## config.mk

```make
export PLATFORM = sky130hd
export DESIGN_NAME = dma_word_channel
export DESIGN_NICKNAME = d
export VERILOG_FILES = /design/src/rtl/dma_pkg.sv /design/src/rtl/dma_datapath.sv /design/src/rtl/dma_control.sv /design/src/rtl/dma_word_channel.sv
export SDC_FILE = /design/constraint.sdc
export NUM_CORES = 1
export LEC_CHECK = 0
export BUFFER_PORTS_ARGS = -buffer_cell sky130_fd_sc_hd__buf_2
export CORE_MARGIN = 1.5
export CORE_UTILIZATION = 42
export DETAILED_ROUTE_END_ITERATION = 12
export RECOVER_POWER = 50
export SETUP_SLACK_MARGIN = 0.05
export SYNTH_ARGS = -nofsm -noshare
export SYNTH_HDL_FRONTEND = slang
export SYNTH_SLANG_ARGS = --single-unit
export TNS_END_PERCENT = 1
```

## constraint.sdc

```tcl
create_clock -name clk -period 8.1 [get_ports clk]
set_input_delay 0.81 -clock clk [delete_from_list [all_inputs] [get_ports clk]]
set_output_delay 0.81 -clock clk [all_outputs]
set_load 0.005 [all_outputs]
```

## src/rtl/dma_pkg.sv

```systemverilog
package dma_pkg;

  localparam logic [2:0] REG_SRC  = 3'd0;
  localparam logic [2:0] REG_DST  = 3'd1;
  localparam logic [2:0] REG_TOT  = 3'd2;
  localparam logic [2:0] REG_PACE = 3'd3;
  localparam logic [2:0] REG_FILL = 3'd4;
  localparam logic [2:0] REG_CTRL = 3'd5;

  typedef enum logic [2:0] {
    ST_IDLE, ST_NEXT, ST_RD, ST_WR, ST_WAIT
  } stateT;

  // control -> datapath
  typedef struct packed {
    logic startLoad;
    logic readDone;
    logic wordDone;
    logic blockReload;
    logic runReload;
    logic loadWait;
    logic decWait;
    logic wrPhase;
  } strobeT;

  // datapath -> control
  typedef struct packed {
    logic totalZero;
    logic remOne;
    logic blkOne;
    logic waitNone;
    logic waitOne;
    logic fillMode;
    logic repeatOn;
    logic irqOn;
  } statusT;

endpackage

```

## src/rtl/dma_datapath.sv

```systemverilog
module dma_datapath
  import dma_pkg::*;
#(
  parameter int ADDR_W = 32,
  parameter int DATA_W = 32,
  parameter int CNT_W  = 24,
  parameter int XFER_W = 28,
  parameter int IVL_W  = 16
) (
  input  logic              clk,
  input  logic              rstN,
  input  logic              regWe,
  input  logic [2:0]        regAddr,
  input  logic [DATA_W-1:0] regWdata,
  input  logic              busy,
  input  logic              memReq,
  input  logic              memAck,
  input  strobeT            stb,
  output statusT            st,
  output logic [ADDR_W-1:0] memAddr,
  output logic [DATA_W-1:0] memWdata,
  input  logic [DATA_W-1:0] memRdata,
  output logic [XFER_W-1:0] xferCount
);

  localparam int WAIT_W = IVL_W + 6;

  logic [ADDR_W-1:0] srcBase, srcWork, dstBase, dstWork;
  logic [CNT_W-1:0]  total, remaining, blockLeft;
  logic [IVL_W-1:0]  ivl;
  logic [1:0]        ps, srcMode, dstMode;
  logic [DATA_W-1:0] fillReg, dataLatch;
  logic              srcReload, dstReload, repeatOn, irqOn;
  logic [3:0]        blkCode, blkCodeNow;
  logic [WAIT_W-1:0] waitCnt, waitLen;
  logic [XFER_W-1:0] xferReg;
  logic [CNT_W-1:0]  blkWords, remMinus1, startBlk, nextBlk;
  logic              cfgWrite;

  function automatic logic [CNT_W-1:0] minCnt(input logic [CNT_W-1:0] a, input logic [CNT_W-1:0] b);
    return (a < b) ? a : b;
  endfunction

  function automatic logic [ADDR_W-1:0] stepAddr(input logic [ADDR_W-1:0] a, input logic [1:0] m);
    case (m)
      2'd0:    return a + ADDR_W'(4);
      2'd1:    return a - ADDR_W'(4);
      default: return a;
    endcase
  endfunction

  assign cfgWrite   = regWe && (regAddr == REG_CTRL) && !busy;
  assign blkCodeNow = stb.startLoad ? regWdata[19:16] : blkCode;
  assign blkWords   = CNT_W'(1) << blkCodeNow;
  assign remMinus1  = remaining - CNT_W'(1);
  assign startBlk   = minCnt(blkWords, total);
  assign nextBlk    = minCnt(blkWords, remMinus1);
  assign waitLen    = WAIT_W'(ivl) << {ps, 1'b0};

  assign st.totalZero = (total == '0);
  assign st.remOne    = (remaining == CNT_W'(1));
  assign st.blkOne    = (blockLeft == CNT_W'(1));
  assign st.waitNone  = (waitLen == '0);
  assign st.waitOne   = (waitCnt == WAIT_W'(1));
  assign st.fillMode  = (srcMode == 2'd3);
  assign st.repeatOn  = repeatOn;
  assign st.irqOn     = irqOn;

  assign memAddr   = stb.wrPhase ? dstWork : srcWork;
  assign memWdata  = st.fillMode ? fillReg : dataLatch;
  assign xferCount = xferReg;

  always_ff @(posedge clk) begin
    if (!rstN) begin
      srcBase <= '0; srcWork <= '0; dstBase <= '0; dstWork <= '0;
      total <= '0; remaining <= '0; blockLeft <= '0;
      ivl <= '0; ps <= '0; fillReg <= '0; dataLatch <= '0;
      srcMode <= '0; dstMode <= '0; srcReload <= 1'b0; dstReload <= 1'b0;
      repeatOn <= 1'b0; irqOn <= 1'b0; blkCode <= '0;
      waitCnt <= '0; xferReg <= '0;
    end else begin
      if (stb.readDone) begin
        dataLatch <= memRdata;
        srcWork   <= stepAddr(srcWork, srcMode);
      end
      if (stb.startLoad) begin
        remaining <= total;
        blockLeft <= startBlk;
        xferReg   <= '0;
      end
      if (stb.wordDone) begin
        dstWork   <= stepAddr(dstWork, dstMode);
        xferReg   <= xferReg + XFER_W'(1);
        remaining <= remMinus1;
        blockLeft <= blockLeft - CNT_W'(1);
        if (stb.blockReload) blockLeft <= nextBlk;
        if (stb.runReload) begin
          remaining <= total;
          blockLeft <= startBlk;
          if (srcReload) srcWork <= srcBase;
          if (dstReload) dstWork <= dstBase;
        end
      end
      if (stb.loadWait)     waitCnt <= waitLen;
      else if (stb.decWait) waitCnt <= waitCnt - WAIT_W'(1);
      // software writes take effect last so they win over engine updates
      if (regWe) begin
        case (regAddr)
          REG_SRC:  begin srcBase <= regWdata[ADDR_W-1:0]; srcWork <= regWdata[ADDR_W-1:0]; end
          REG_DST:  begin dstBase <= regWdata[ADDR_W-1:0]; dstWork <= regWdata[ADDR_W-1:0]; end
          REG_TOT:  total <= regWdata[CNT_W-1:0];
          REG_PACE: begin ivl <= regWdata[IVL_W-1:0]; ps <= regWdata[17:16]; end
          REG_FILL: fillReg <= regWdata;
          default: ;
        endcase
      end
      if (cfgWrite) begin
        dstMode   <= regWdata[11:10];
        dstReload <= regWdata[12];
        srcMode   <= regWdata[14:13];
        srcReload <= regWdata[15];
        blkCode   <= regWdata[19:16];
        repeatOn  <= regWdata[29];
        irqOn     <= regWdata[30];
      end
    end
  end

  // address held while a request waits for its acknowledge
  a_r11_addr_hold: assert property (@(posedge clk) disable iff (!rstN)
    (memReq && !memAck && !regWe) |=> $stable(memAddr));

  // a block never spans more words than remain
  a_r5_block_fits: assert property (@(posedge clk) disable iff (!rstN)
    blockLeft <= remaining);

  // the word count never underflows
  a_r6_no_underflow: assert property (@(posedge clk) disable iff (!rstN)
    stb.wordDone |-> (remaining != '0));

endmodule

```

## src/rtl/dma_control.sv

```systemverilog
module dma_control
  import dma_pkg::*;
(
  input  logic   clk,
  input  logic   rstN,
  input  logic   ctlWrite,
  input  logic   wRun,
  input  logic   wIrq,
  input  logic   wImm,
  input  logic   memAck,
  input  statusT st,
  output strobeT stb,
  output logic   busy,
  output logic   irq,
  output logic   memReq,
  output logic   memWe
);

  stateT state;
  logic  abortPend;
  logic  startReq, abortReq, lastWord, blockEnd;

  assign startReq = ctlWrite && !busy && wRun && wImm;
  assign abortReq = ctlWrite && busy && !wRun;
  assign lastWord = st.remOne;
  assign blockEnd = lastWord ? st.repeatOn : st.blkOne;

  always_comb begin
    stb             = '0;
    stb.startLoad   = startReq && !st.totalZero;
    stb.readDone    = (state == ST_RD) && memAck;
    stb.wordDone    = (state == ST_WR) && memAck;
    stb.runReload   = stb.wordDone && lastWord && st.repeatOn && !abortPend;
    stb.blockReload = stb.wordDone && !lastWord && st.blkOne;
    stb.loadWait    = stb.wordDone && !abortPend && blockEnd && !st.waitNone;
    stb.decWait     = (state == ST_WAIT);
    stb.wrPhase     = (state == ST_WR);
  end

  assign memReq = (state == ST_RD) || (state == ST_WR);
  assign memWe  = (state == ST_WR);

  always_ff @(posedge clk) begin
    if (!rstN) begin
      state     <= ST_IDLE;
      busy      <= 1'b0;
      irq       <= 1'b0;
      abortPend <= 1'b0;
    end else begin
      irq <= 1'b0;
      if (abortReq) abortPend <= 1'b1;
      case (state)
        ST_IDLE: begin
          abortPend <= 1'b0;
          if (startReq) begin
            if (st.totalZero) irq <= wIrq;
            else begin
              busy  <= 1'b1;
              state <= ST_NEXT;
            end
          end
        end
        ST_NEXT: begin
          if (abortPend) begin
            state <= ST_IDLE; busy <= 1'b0;
          end else state <= st.fillMode ? ST_WR : ST_RD;
        end
        ST_RD: if (memAck) state <= ST_WR;
        ST_WR: begin
          if (memAck) begin
            if (abortPend) begin
              state <= ST_IDLE; busy <= 1'b0;
            end else if (lastWord && !st.repeatOn) begin
              irq <= st.irqOn; state <= ST_IDLE; busy <= 1'b0;
            end else begin
              if (lastWord) irq <= st.irqOn;
              if (blockEnd) state <= st.waitNone ? ST_NEXT : ST_WAIT;
              else          state <= ST_NEXT;
            end
          end
        end
        ST_WAIT: begin
          if (abortPend) begin
            state <= ST_IDLE; busy <= 1'b0;
          end else if (st.waitOne) state <= ST_NEXT;
        end
        default: state <= ST_IDLE;
      endcase
    end
  end

  // requests only while running
  a_r11_req_busy: assert property (@(posedge clk) disable iff (!rstN)
    memReq |-> busy);

  // fill mode never reads
  a_r4_fill_no_read: assert property (@(posedge clk) disable iff (!rstN)
    (state == ST_RD) |-> !st.fillMode);

  // no request once the channel has stopped
  a_r8_stop_quiet: assert property (@(posedge clk) disable iff (!rstN)
    $fell(busy) |-> !memReq);

endmodule

```

## src/rtl/dma_word_channel.sv

```systemverilog
module dma_word_channel
  import dma_pkg::*;
#(
  parameter int ADDR_W = 32,
  parameter int DATA_W = 32,
  parameter int CNT_W  = 24,
  parameter int XFER_W = 28,
  parameter int IVL_W  = 16
) (
  input  logic              clk,
  input  logic              rstN,
  input  logic              regWe,
  input  logic [2:0]        regAddr,
  input  logic [DATA_W-1:0] regWdata,
  output logic              memReq,
  output logic              memWe,
  output logic [ADDR_W-1:0] memAddr,
  output logic [DATA_W-1:0] memWdata,
  input  logic [DATA_W-1:0] memRdata,
  input  logic              memAck,
  output logic [XFER_W-1:0] xferCount,
  output logic              busy,
  output logic              irq
);

  strobeT stb;
  statusT st;
  logic   ctlWrite;

  assign ctlWrite = regWe && (regAddr == REG_CTRL);

  dma_control u_ctrl (
    .clk(clk), .rstN(rstN), .ctlWrite(ctlWrite),
    .wRun(regWdata[31]), .wIrq(regWdata[30]), .wImm(regWdata[28]),
    .memAck(memAck), .st(st), .stb(stb), .busy(busy), .irq(irq),
    .memReq(memReq), .memWe(memWe)
  );

  dma_datapath #(
    .ADDR_W(ADDR_W), .DATA_W(DATA_W), .CNT_W(CNT_W), .XFER_W(XFER_W), .IVL_W(IVL_W)
  ) u_dp (
    .clk(clk), .rstN(rstN), .regWe(regWe), .regAddr(regAddr), .regWdata(regWdata),
    .busy(busy), .memReq(memReq), .memAck(memAck), .stb(stb), .st(st),
    .memAddr(memAddr), .memWdata(memWdata), .memRdata(memRdata), .xferCount(xferCount)
  );

endmodule

```

**Word-level counts from Yosys, hierarchy flattened**

Index checks and enable logic that the tools add are counted.

- Register bits after elaboration: 350
- Bits of input ports: 71
- Output and inout bits: 96
- Word-level logic and storage cells: 160

- $add $sub $neg: 8
- $lt $le $gt $ge: 2
- Equal/unequal tests: 22
- Shifts and indexed selects: 2
- Multiplexer cells: 57
- Bitwise gates (word level): 1
- Reductions and logical operators: 44

Operators with widths:

| operator | number |
|---|---|
| 32-bit 2-to-1 mux | 13 |
| 24-bit 2-to-1 mux | 9 |
| 32-bit one-hot mux with 2 select lines | 2 |
| 32-bit by 3-bit adder with 32-bit output (second input constant) | 2 |
| 32-bit by 3-bit subtractor with 32-bit output (second input constant) | 2 |
| 28-bit 2-to-1 mux | 2 |
| 24-bit by 1-bit equality test with 1-bit output (second input constant) | 2 |
| 24-bit < comparator | 2 |
| 24-bit by 1-bit subtractor with 24-bit output (second input constant) | 2 |
| 22-bit 2-to-1 mux | 2 |
| 3-bit 2-to-1 mux | 11 |
| 28-bit by 1-bit adder with 28-bit output (second input constant) | 1 |
| 24-bit logical NOT | 1 |
| 1-bit by 4-bit << shifter with 24-bit output (first input constant) | 1 |
| 22-bit by 1-bit equality test with 1-bit output (second input constant) | 1 |
| 22-bit logical NOT | 1 |
| 16-bit by 3-bit << shifter with 22-bit output | 1 |
| 22-bit by 1-bit subtractor with 22-bit output (second input constant) | 1 |
| 1-bit logical AND | 18 |
| 3-bit one-hot mux with 5 select lines | 1 |
| 1-bit 2-to-1 mux | 14 |
| 3-bit by 2-bit equality test with 1-bit output (second input constant) | 4 |
| 2-bit AND reduction | 5 |
| 3-bit equality test (second input constant) | 3 |
| other kinds (19) | 35 |

**Logic depth before layout (Yosys ltp)**

Gate-level depths: netlist of run 1.

- Depth after elaboration: 13
- Depth in mapped cells: 20
- Mapped depth without buffers: 17

**Hierarchy**

Synthesis of run 1 repeated with hierarchy kept, for this count alone.

- Cells, all modules: 2,726
- Area, all modules: 20,647.3 um^2

By module, submodules not included:

| module | times used | cells an instance | area each (um^2) | seq. area each (um^2) |
|---|---|---|---|---|
| dma_datapath | 1 | 2,663 | 20,169.3 | 6,886.6 |
| dma_control | 1 | 62 | 467.9 | 120.1 |
| dma_word_channel | 1 | 1 | 10.0 | 0.0 |

**Least setup slack after synthesis of run 1**

No wires, ideal clock.

- Path kind: input to register
- Start point: input regAddr[0]
- End point: register u_dp.blockLeft[10]
- Library setup time: 0.132 ns
- Data arrival time: 4.225 ns
- Required time: 7.968 ns
- Setup slack: 3.742 ns
- Stages on the path: 19
- Path buffers: 3
- Cells stage by stage: buf_2 nand4b_1 nor3_2 o31ai_4 buf_4 buf_2 a31oi_1 nor2_1 ha_1 a21o_1 a21o_1 a21o_1 a21oi_1 o21a_1 o32ai_1 nor2_2 mux2_2 a22oi_1 a21oi_1

- Word-level cells in the longest chain between the ends: 13
- Elaborated cells between the ends (all ways): 17
- Those cells by class: 2 x order compare; 1 x eq/ne; 1 x shift; 7 x mux; 6 x reduce/logical

RTL lines:

| item | line | text |
|---|---|---|
| from (decl) | dma_word_channel.sv:13 | `input logic [2:0] regAddr,` |
| 3-bit equality test (*) | dma_word_channel.sv:30 | `assign ctlWrite = regWe && (regAddr == REG_CTRL);` |
| 1-bit logical AND (*) | dma_word_channel.sv:30 |  |
| 1-bit logical AND (*) (3 in a row) | dma_control.sv:23 | `assign startReq = ctlWrite && !busy && wRun && wImm;` |
| 1-bit logical AND (*) | dma_control.sv:30 | `stb.startLoad = startReq && !st.totalZero;` |
| 4-bit 2-to-1 mux | dma_datapath.sv:53 | `assign blkCodeNow = stb.startLoad ? regWdata[19:16] : blkCode;` |
| 1-bit by 4-bit << shifter with 24-bit output | dma_datapath.sv:54 | `assign blkWords = CNT_W'(1) << blkCodeNow;` |
| 24-bit < comparator | dma_datapath.sv:41 | `return (a < b) ? a : b;` |
| 24-bit 2-to-1 mux | dma_datapath.sv:41 |  |
| 24-bit 2-to-1 mux | dma_datapath.sv:96 | `if (stb.blockReload) blockLeft <= nextBlk;` |
| 24-bit 2-to-1 mux | dma_datapath.sv:97 | `if (stb.runReload) begin` |
| 24-bit 2-to-1 mux | dma_datapath.sv:91 | `if (stb.wordDone) begin` |
| to (signal assigned) | dma_datapath.sv:95 | `blockLeft <= blockLeft - CNT_W'(1);` |
| to (signal assigned) | dma_datapath.sv:96 |  |
| to (signal assigned) | dma_datapath.sv:99 | `blockLeft <= startBlk;` |
| to (decl) | dma_datapath.sv:29 | `logic [CNT_W-1:0] total, remaining, blockLeft;` |

Mark *: on every way between the ends. The rest lies on a longest branch, timed or not. The select of a mux whose other input is x is not followed.
A chain may end at the register's enable or synchronous reset.

**Final worst setup path of run 1**

- Start point: input rstN
- End point: register u_dp.blockLeft[23]

RTL lines:

| item | line | text |
|---|---|---|
| from (decl) | dma_word_channel.sv:11 | `input logic rstN,` |
| to (signal assigned) | dma_datapath.sv:88 | `blockLeft <= startBlk;` |
| to (signal assigned) | dma_datapath.sv:95 |  |
| to (signal assigned) | dma_datapath.sv:96 |  |

No word-level cell between the ends.

==> flow_results.org, run 1 <==
** Status
- The run finished, with violations left.
- Violations in the final reports :: max-capacitance violations, max-slew violations

** Clocking
- CTS placed an instance of sky130_fd_sc_hd__clkbuf_16 at the clock tree root.
- Clk sinks :: 350
- Clock-pin slew was measured on the worst setup and hold paths at 0.06 ns.
- TritonCTS built the clock tree.
- Hold bufs inserted after CTS :: 0
- Insertion delay of the later-clocked pin in the worst-skew pair :: about 0.59 ns
- After clock tree synthesis, the repair step resized 0 gates.
- TritonCTS created 42 clock buffers.
- H-Tree Depth :: 2
- Clock buffer depth :: 3
- After clock tree synthesis, the setup repair step added 0 buffers.

** Layout
- Measured on the finished design, the core utilization comes to 0.477.
- FILL cells :: 5026
- The area growth from synthesis to layout is 11.9%.
- Most frequent cells in the layout :: 630 x sky130_fd_sc_hd__nand2_1, 389 x sky130_fd_sc_hd__a21oi_1, 350 x sky130_fd_sc_hd__dfxtp_1
- Layout Nets :: 3064
- In the final layout, the multi-input gates occupy about 13000 um^2.
- Register area :: 7010 um^2
- The finished layout holds around 3600 standard cells, fillers aside.
- Commonest non-fill, non-tap cell in the layout :: sky130_fd_sc_hd__nand2_1
- Of the cells placed in the final design, the portion with a size suffix greater than 1 is 0.101.

** Timing
- The number of slew-limit violations in the final report was 334.
- Count of final hold-check violations :: 0
- Max_slew headroom :: -2.10
- Total negative slack :: 0 ns
- Unrepaired setup endpoints after global routing :: no
- In the finished design, the share of the clock period the worst path needs comes to 0.746.
- Post-Route Hold Slack :: 0.451 ns
- Timing would allow up to 165 MHz.
- Clock Skews :: 0.0153 ns
- After layout, the minimum clock period comes to 6.05 ns.
- Total of endpoints with negative setup slack in the final report :: 0
- At the pin with the least slew margin, the transition time is between 4 and 5 ns.

** Worst setup path
- In this run the worst setup path terminates at u_dp.blockLeft[23].
- The most numerous cell type found on the critical path is sky130_fd_sc_hd__clkbuf_1.
- Required time at the worst-slack endpoint :: ~8.4 ns
- The critical path goes through buf_2 > clkbuf_1 > inv_8 > clkbuf_1 > nor3_1.
- Crit-path leading delay family :: buffers and inverters
- The slowest stage of the critical path is the sky130_fd_sc_hd__clkbuf_1 cell.
- Delay of the slowest critical-path stage :: around 3.3 ns
- Data arrives at the worst endpoint at roughly 6.3 ns.
- Crit path depth :: 5
- Worst-case reg-to-reg path depth :: 16
- The setup path with the least slack is of type in2reg.
- Critical path buffers and inverters :: 4
- The most critical setup path has its startpoint at rstN.
- Critical register-to-register path startpoint :: u_dp.total[19]
- Reg2Reg Capture Point :: u_dp.blockLeft[2]
- Of all nets on the critical path, the largest fanout is 143.
- Across all register-to-register paths, the minimum setup slack is ~2.3 ns.
- The worst setup path is captured at a register.
- The worst setup path is launched from a primary input.

** Synthesis
- For this run, the number of Yosys warnings is 0.
- Fraction of synthesis flops using an asynchronous set or reset pin :: 0
- The most used flip-flop cell after synthesis is sky130_fd_sc_hd__dfxtp_1.
- Synthesized area divided by synthesized cell count :: 7.38 um^2
- After technology mapping, the gate count stands at 2837.
- Synthesized Nets :: 3000
- After synthesis, the netlist uses between 80 and 90 different library cells.
- The mapped netlist covers 20900 um^2.
- The share of the Yosys chip area taken by registers is 0.335.
- In this run, synthesis produced a sequential element count of 350.
- Post-synth EDFFs :: 0

** Routing
- Total via count in the routed design :: between 20000 and 25000
- In this run, the number of DRC markers left after iteration 0 of detailed routing was 1460.
- Number of remaining DRC errors :: 0
- Drt total wl :: 73.7 mm
- Via density :: 5.85
- Count of antenna-violating nets left after detailed routing :: 0
- Routed len/inst :: 20.5 um
- Iteration count of the initial detailed-routing pass :: 7

** Floorplanning
- The floorplan step set the die height to 226 um.
- Initial standard-cell utilization of the core :: 0.427
- Area of the die :: 51200 um^2
- The floorplan step defined a core boundary enclosing a little under 50000 um^2.
- FP Rows :: 81
- I/O pin cnt :: 167
- The die is 226 um wide.

** Global route
- Via count of the first global-routing pass :: 19900
- Total routing resource utilization after global routing :: 0.283
- Number of antenna violations at the first check in global routing :: 0
- Pin count of the biggest net entering global routing :: 144
- Grt ovf :: 0
- Global-route wire length before repair :: 113 mm

** Run
- The tool flagged a number of max-cap violations equal to 8.

** Hold path
- In this run the worst hold path is classified as reg2reg.

** Power and ir drop
- Combinational Power Share :: 0.070
- Internal power comes to 2.95 mW.
- Summing internal, switching and leakage power gives 3.95 mW.
- Clock share of power :: 0.482
- Power Dens Cells :: between 150 and 200 nW/um^2
- NetSw :: 1.00 mW
- Of the total power, registers draw 0.448.
- For this design the static power due to leakage is 9.20 nW.
- Worst voltage drop across the vdd grid :: 141 uV
- Of the total power, the share spent switching nets is 0.253.

** Placed design
- Once placement completed, the tool counted placed cells totaling 3521.
- Input and output buffers added on the ports amount to approximately 170.
- Last weighted congestion value of the routability-driven placer :: 0.921
- HPWL after DPL :: just over 50 mm
## layer usage
layer | vias to the layer above | GRT usage | wire length (um)
li1 | 10200 | - | -
met1 | 9971 | 0.358 | 31300
met2 | 695 | 0.485 | 35100
met3 | 152 | 0.0377 | 4150
met4 | 0 | 0.117 | 3100
met5 | - | 0 | 0
## metrics by stage
| stage | area, um^2 | setup WS [ns] |
|---|---|---|
| 3_5_place_dp | 22200 | 2.44 |
| 2_1_floorplan | 20900 | 3.74 |
| 4_1_cts | 23500 | 2.43 |
| 3_3_place_gp | 22200 | 2.40 |
| 6_report | 23400 | 2.05 |
| 5_1_grt | 23400 | 1.71 |
## flip-flops by register name, indices dropped and copies added (netlist names), 2 cells and up
register,cells
u_dp.dstWork,32
u_dp.srcBase,32
u_dp.dstBase,32
u_dp.fillReg,32
u_dp.remaining,24
u_dp.dataLatch,32
u_ctrl.state,3
u_dp.xferCount,28
u_dp.srcWork,32
u_dp.srcMode,2
u_dp.blockLeft,24
u_dp.dstMode,2
u_dp.waitCnt,22
u_dp.total,24
u_dp.ivl,16
u_dp.ps,2
u_dp.blkCode,4
## power groups by stage
stage          clock, mW  sequential [mW]  combinational, mW
2_1_floorplan          0             1.80              0.169
3_3_place_gp           0             1.80              0.270
3_5_place_dp           0             1.81              0.274
4_1_cts             1.95             1.77              0.275
5_1_grt             2.01             1.77              0.300
6_report            1.90             1.77              0.277
## cell usage after synthesis, drive strengths merged (39+ instances only)
| master | n | area share |
|---|---|---|
| inv | 62 | 0.011 |
| nand3 | 77 | 0.018 |
| nor2 | 221 | 0.041 |
| clkbuf | 143 | 0.026 |
| nor3 | 62 | 0.016 |
| xnor2 | 44 | 0.018 |
| mux2 | 47 | 0.025 |
| o211ai | 66 | 0.024 |
| nand2 | 631 | 0.11 |
| mux2i | 39 | 0.019 |
| a21oi | 391 | 0.094 |
| o21ai | 112 | 0.027 |
| dfxtp | 350 | 0.33 |
| ha | 90 | 0.054 |
## layout make-up
type                            instances  area share
Inverter                               64      0.0106
Multi-Input combinational cell       2243       0.555
Sequential cell                       350       0.299
Timing Repair Buffer                  200      0.0424
Tap cell                              664      0.0355
Antenna cell                            1    0.000107
Clock inverter                         11     0.00689
Clock buffer                           57      0.0507
## worst min-delay path by stage
stage | startpoint | end | cells past startpoint
after global placement | u_dp.srcBase[26] | u_dp.srcBase[26] | 2
after floorplan | u_dp.dataLatch[0] | u_dp.dataLatch[0] | 2
after detailed placement | u_dp.dataLatch[28] | u_dp.dataLatch[28] | 2
after global routing | memRdata[5] | u_dp.dataLatch[5] | 3
final | u_dp.dataLatch[28] | u_dp.dataLatch[28] | 2
after CTS | memRdata[26] | u_dp.dataLatch[26] | 3
## logic make-up (layout without fill, tap and decap cells)
logic type                 after synthesis  count (layout)  share of synthesized area
AOI/OAI and AO/OA                      809             809                      0.238
xor gates and xnor gates                75              75                     0.0314
adders and majority gates               93              93                     0.0562
buffers and inverters                  244             332                     0.0460
DFF                                    350             350                      0.335
muxes                                   86              86                     0.0441
other                                    0               1                          0
and+or+nand+nor                       1180            1180                      0.250
## worst min-delay path, delay by kind of cell (launching register included)
kind,cells,cell delay [ns]
DFF,1,0.30
and+or+nand+nor,1,0.05
AOI/OAI and AO/OA,1,0.05
No activity file was read; power rests on OpenSTA's default activity.
==> run 2: changes to the inputs <==
==> constraint.sdc (replaced) <==
create_clock -name clk -period 5.1 [get_ports clk]
set_input_delay 0.51 -clock clk [delete_from_list [all_inputs] [get_ports clk]]
set_output_delay 0.51 -clock clk [all_outputs]
set_load 0.005 [all_outputs]
==> flow_results.org, run 2 (synthesized netlist as in run 1, its figures left out) <==
** Global route
- Global-route wire length before repair :: 116 mm (+2.2%)
- Grt ovf :: 0 (unchanged)
- Pin count of the biggest net entering global routing :: 152 (+5.6%)
- The number of antenna violations at the first check in global routing came to 1 (+1).
- The number of global-route vias before repair came to 20200 (+1.8%).
- The global-route usage over all layers was 0.290 (+0.00657).

** Routing
- Number of remaining DRC errors :: 0 (unchanged)
- The number of vias per cell after detailed routing is 5.81 (-0.61%).
- The violation count after the first detailed-route iteration is 1489 (+2.0%).
- Count of antenna-violating nets left after detailed routing :: 0 (unchanged)
- Iteration count of the initial detailed-routing pass :: 6 (-1)
- Total via count in the routed design :: 21100 (+0.41%)
- The routed wire length came to 75.4 mm (+2.4%).
- Routed len/inst :: 20.8 um (+1.4%)

** Clocking
- The H-tree depth is 2 (unchanged).
- CTS root buffer :: sky130_fd_sc_hd__clkbuf_16
- TritonCTS built the clock tree.
- Buffer count from post-CTS setup fixing :: 0 (unchanged)
- The clock network latency to the later pin of the worst-skew pair came to 0.59 ns (about the same).
- Hold bufs inserted after CTS :: 0 (unchanged)
- Clock buffer depth :: 3 (unchanged)
- Cts bufs inserted :: 42 (unchanged)
- The number of sinks driven by the clock tree was 350 (unchanged).
- The clock slew at the register clock pins of the worst setup and hold paths is 0.06 ns (about the same).

** Timing
- Count of final hold-check violations :: 0 (unchanged)
- The number of slew-limit violations in the final report was 186 (-44%).
- The final total negative setup slack was 0 ns (unchanged).
- The worst max-slew margin expressed relative to the limit came to -0.858 (+1.25).
- Upper clock frequency limit :: a little over 200 MHz
- Total of endpoints with negative setup slack in the final report :: 0 (unchanged)
- Unrepaired setup endpoints after global routing :: no
- Share of the clock period used by the worst path :: 0.947
- The slack of the critical path is 0.269 ns (-1.79 ns).
- The actual transition at the worst max-transition pin came to 2.79 ns (-1.87 ns).
- Final worst path period need :: 4.83 ns
- The maximum clock skew at final layout came to 0.0139 ns (-0.00143 ns).

** Worst setup path
- The worst register-to-register path ends at u_dp.blockLeft[0].
- Worst setup slack for register-to-register paths :: 0.27 ns (-2.07 ns)
- Critical Setup Path Class :: reg2reg
- STA classifies the critical path endpoint as a register.
- The length in cells of the worst reg-to-reg path is 15 (-1).
- The worst register-to-register path begins at u_dp.total[19].
- Critical path arrival :: 5.16 ns (-1.14 ns)
- CP max FO :: 15 (-90%)
- Required time at the worst-slack endpoint :: 5.43 ns (-2.93 ns)
- STA classifies the critical path startpoint as a register.

** Placed design
- Placed Instance Area :: 22400 um^2 (+1.2%)
- HPWL after DPL :: 52.9 mm (+4.1%)
- Last weighted congestion value of the routability-driven placer :: 0.918 (-0.31%)
- The worst slack at placement was 0.299 ns (-2.14 ns).
- The quantity of I/O buffers inserted on ports came to 166 (unchanged).

** Power and ir drop
- The internal power consumption was 4.72 mW (+60%).
- Share of total power in sequential cells :: 0.443 (-0.005)
- The relative contribution of the clock network to total power came to 0.485 (+0.003).
- Worst voltage drop across the vdd grid :: 236 uV (+68%)
- The sum of internal, switching and leakage power came to 6.33 mW (+60%).
- Combinational Power Share :: 0.071 (about the same)
- NetSw :: 1.62 mW (+62%)
- The switching portion of total power is 0.256 (+0.00223).
- Static power due to leakage :: 9.47 nW (+2.9%)
- Power Dens Cells :: 267 nW/um^2 (+58%)

** Layout
- Layout overhead on the synthesized area :: 13.4%
- Leaving out fill and tap cells, the most frequent cell in the layout is sky130_fd_sc_hd__nand2_1.
- The final cell area excluding filler cells came to 23700 um^2 (+1.4%).
- Proportion of layout cells with a drive suffix above 1 :: 0.120 (+0.0196)
- In the layout the commonest cells are 630 x sky130_fd_sc_hd__nand2_1, 389 x sky130_fd_sc_hd__a21oi_1, 350 x sky130_fd_sc_hd__dfxtp_1.
- Layout Nets :: 3097 (+1.1%)
- Antenna diode count :: 0 (-1)
- Post-layout util :: 0.484 (+0.00648)

** Floorplanning
- The die area was 51200 um^2 (unchanged).
- Die Span Y :: 226 um (unchanged)
- The floorplan core area was 49100 um^2 (unchanged).
- FP Rows :: 81 (unchanged)
- The effective utilization at floorplan is 0.427 (unchanged).
- Width of the chip :: 226 um (unchanged)
- The top-level I/O count was 167 (unchanged).

** Run
- Number of max-cap violations :: 2 (-6)

** Status
- The final reports fail on max-capacitance violations, max-slew violations.
- The flow ran to the end, but the final reports show violations.

** Hold path
- Hold Crit Endpoint :: u_dp.dataLatch[1]
- The worst hold path belongs to the class in2reg.
- Instance count along the most critical hold path :: 3 (+1)
- Start point of the worst hold path :: memRdata[1]
## run 2: how the worst max path moves through the flow
stage                   startpoint                  to  slack, ns  cells after the start
global placement    u_dp.total[19]   u_dp.blockLeft[1]       0.43                     16
floorplan               regAddr[0]  u_dp.blockLeft[10]       1.04                     19
detailed placement  u_dp.total[19]   u_dp.blockLeft[1]       0.30                     16
finish              u_dp.total[19]   u_dp.blockLeft[0]       0.27                     15
CTS                 u_dp.total[19]   u_dp.blockLeft[1]       0.28                     16
global route        u_dp.total[19]   u_dp.blockLeft[0]       0.03                     15
## run 2: power by group through the flow
stage	clock network [mW]	logic, mW	registers, mW
after global placement	0	0.444	2.87
after CTS	3.13	0.451	2.81
final	3.07	0.452	2.81
after floorplan	0	0.268	2.85
after global routing	3.23	0.489	2.81
after detailed placement	0	0.448	2.87
## run 2: cell type report
type / count / area [um^2]
Sequential cell: 350 / 7010
Clock buffer: 57 / 1200
Fill cell: 4959 / 25300
Multi-Input combinational cell: 2243 / 13000
Inverter: 64 / 244
Tap cell: 664 / 831
Timing Repair Buffer: 233 / 1290
Clock inverter: 16 / 181
## run 2: what timing repair did
| action | 4_1_cts | 5_1_grt |
|---|---|---|
| endpoints found under the hold margin | 0 | 0 |
| setup endpoints to repair | 0 | 2 |
| gates resized for setup | 0 | 0 |
## run 2: metal layers
| metal | wire length (um) | vias to the layer above | track usage |
|---|---|---|---|
| met4 | 2910 | 0 | 0.122 |
| met5 | 0 | - | 0 |
| met1 | 31800 | 10000 | 0.357 |
| met2 | 36800 | 652 | 0.509 |
| met3 | 3910 | 163 | 0.0350 |
| li1 | - | 10200 | - |
## run 2: critical path, stage by stage, from the launching register on
cell                       delay, ns
sky130_fd_sc_hd__dfxtp_1        0.32
sky130_fd_sc_hd__nor4_1         0.44
sky130_fd_sc_hd__nand3b_1       0.32
sky130_fd_sc_hd__o31ai_4        0.67
sky130_fd_sc_hd__nor2_1         0.10
sky130_fd_sc_hd__a31oi_1        0.41
sky130_fd_sc_hd__nor2_1         0.24
sky130_fd_sc_hd__ha_1           0.38
sky130_fd_sc_hd__and4_1         0.20
sky130_fd_sc_hd__nand4_1        0.13
sky130_fd_sc_hd__or2_2          0.31
sky130_fd_sc_hd__o32ai_1        0.37
sky130_fd_sc_hd__nor2_2         0.14
sky130_fd_sc_hd__buf_4          0.22
sky130_fd_sc_hd__o211ai_1       0.20
sky130_fd_sc_hd__a31oi_1        0.12
## run 2: through the flow
| step | instances | hold slack [ns] |
|---|---|---|
| 2_1_floorplan | 2837 | 0.433 |
| 3_3_place_gp | 3554 | 0.438 |
| 3_5_place_dp | 3554 | 0.443 |
| 4_1_cts | 3627 | 0.135 |
| 5_1_grt | 3627 | 0.158 |
| 6_report | 3627 | 0.163 |
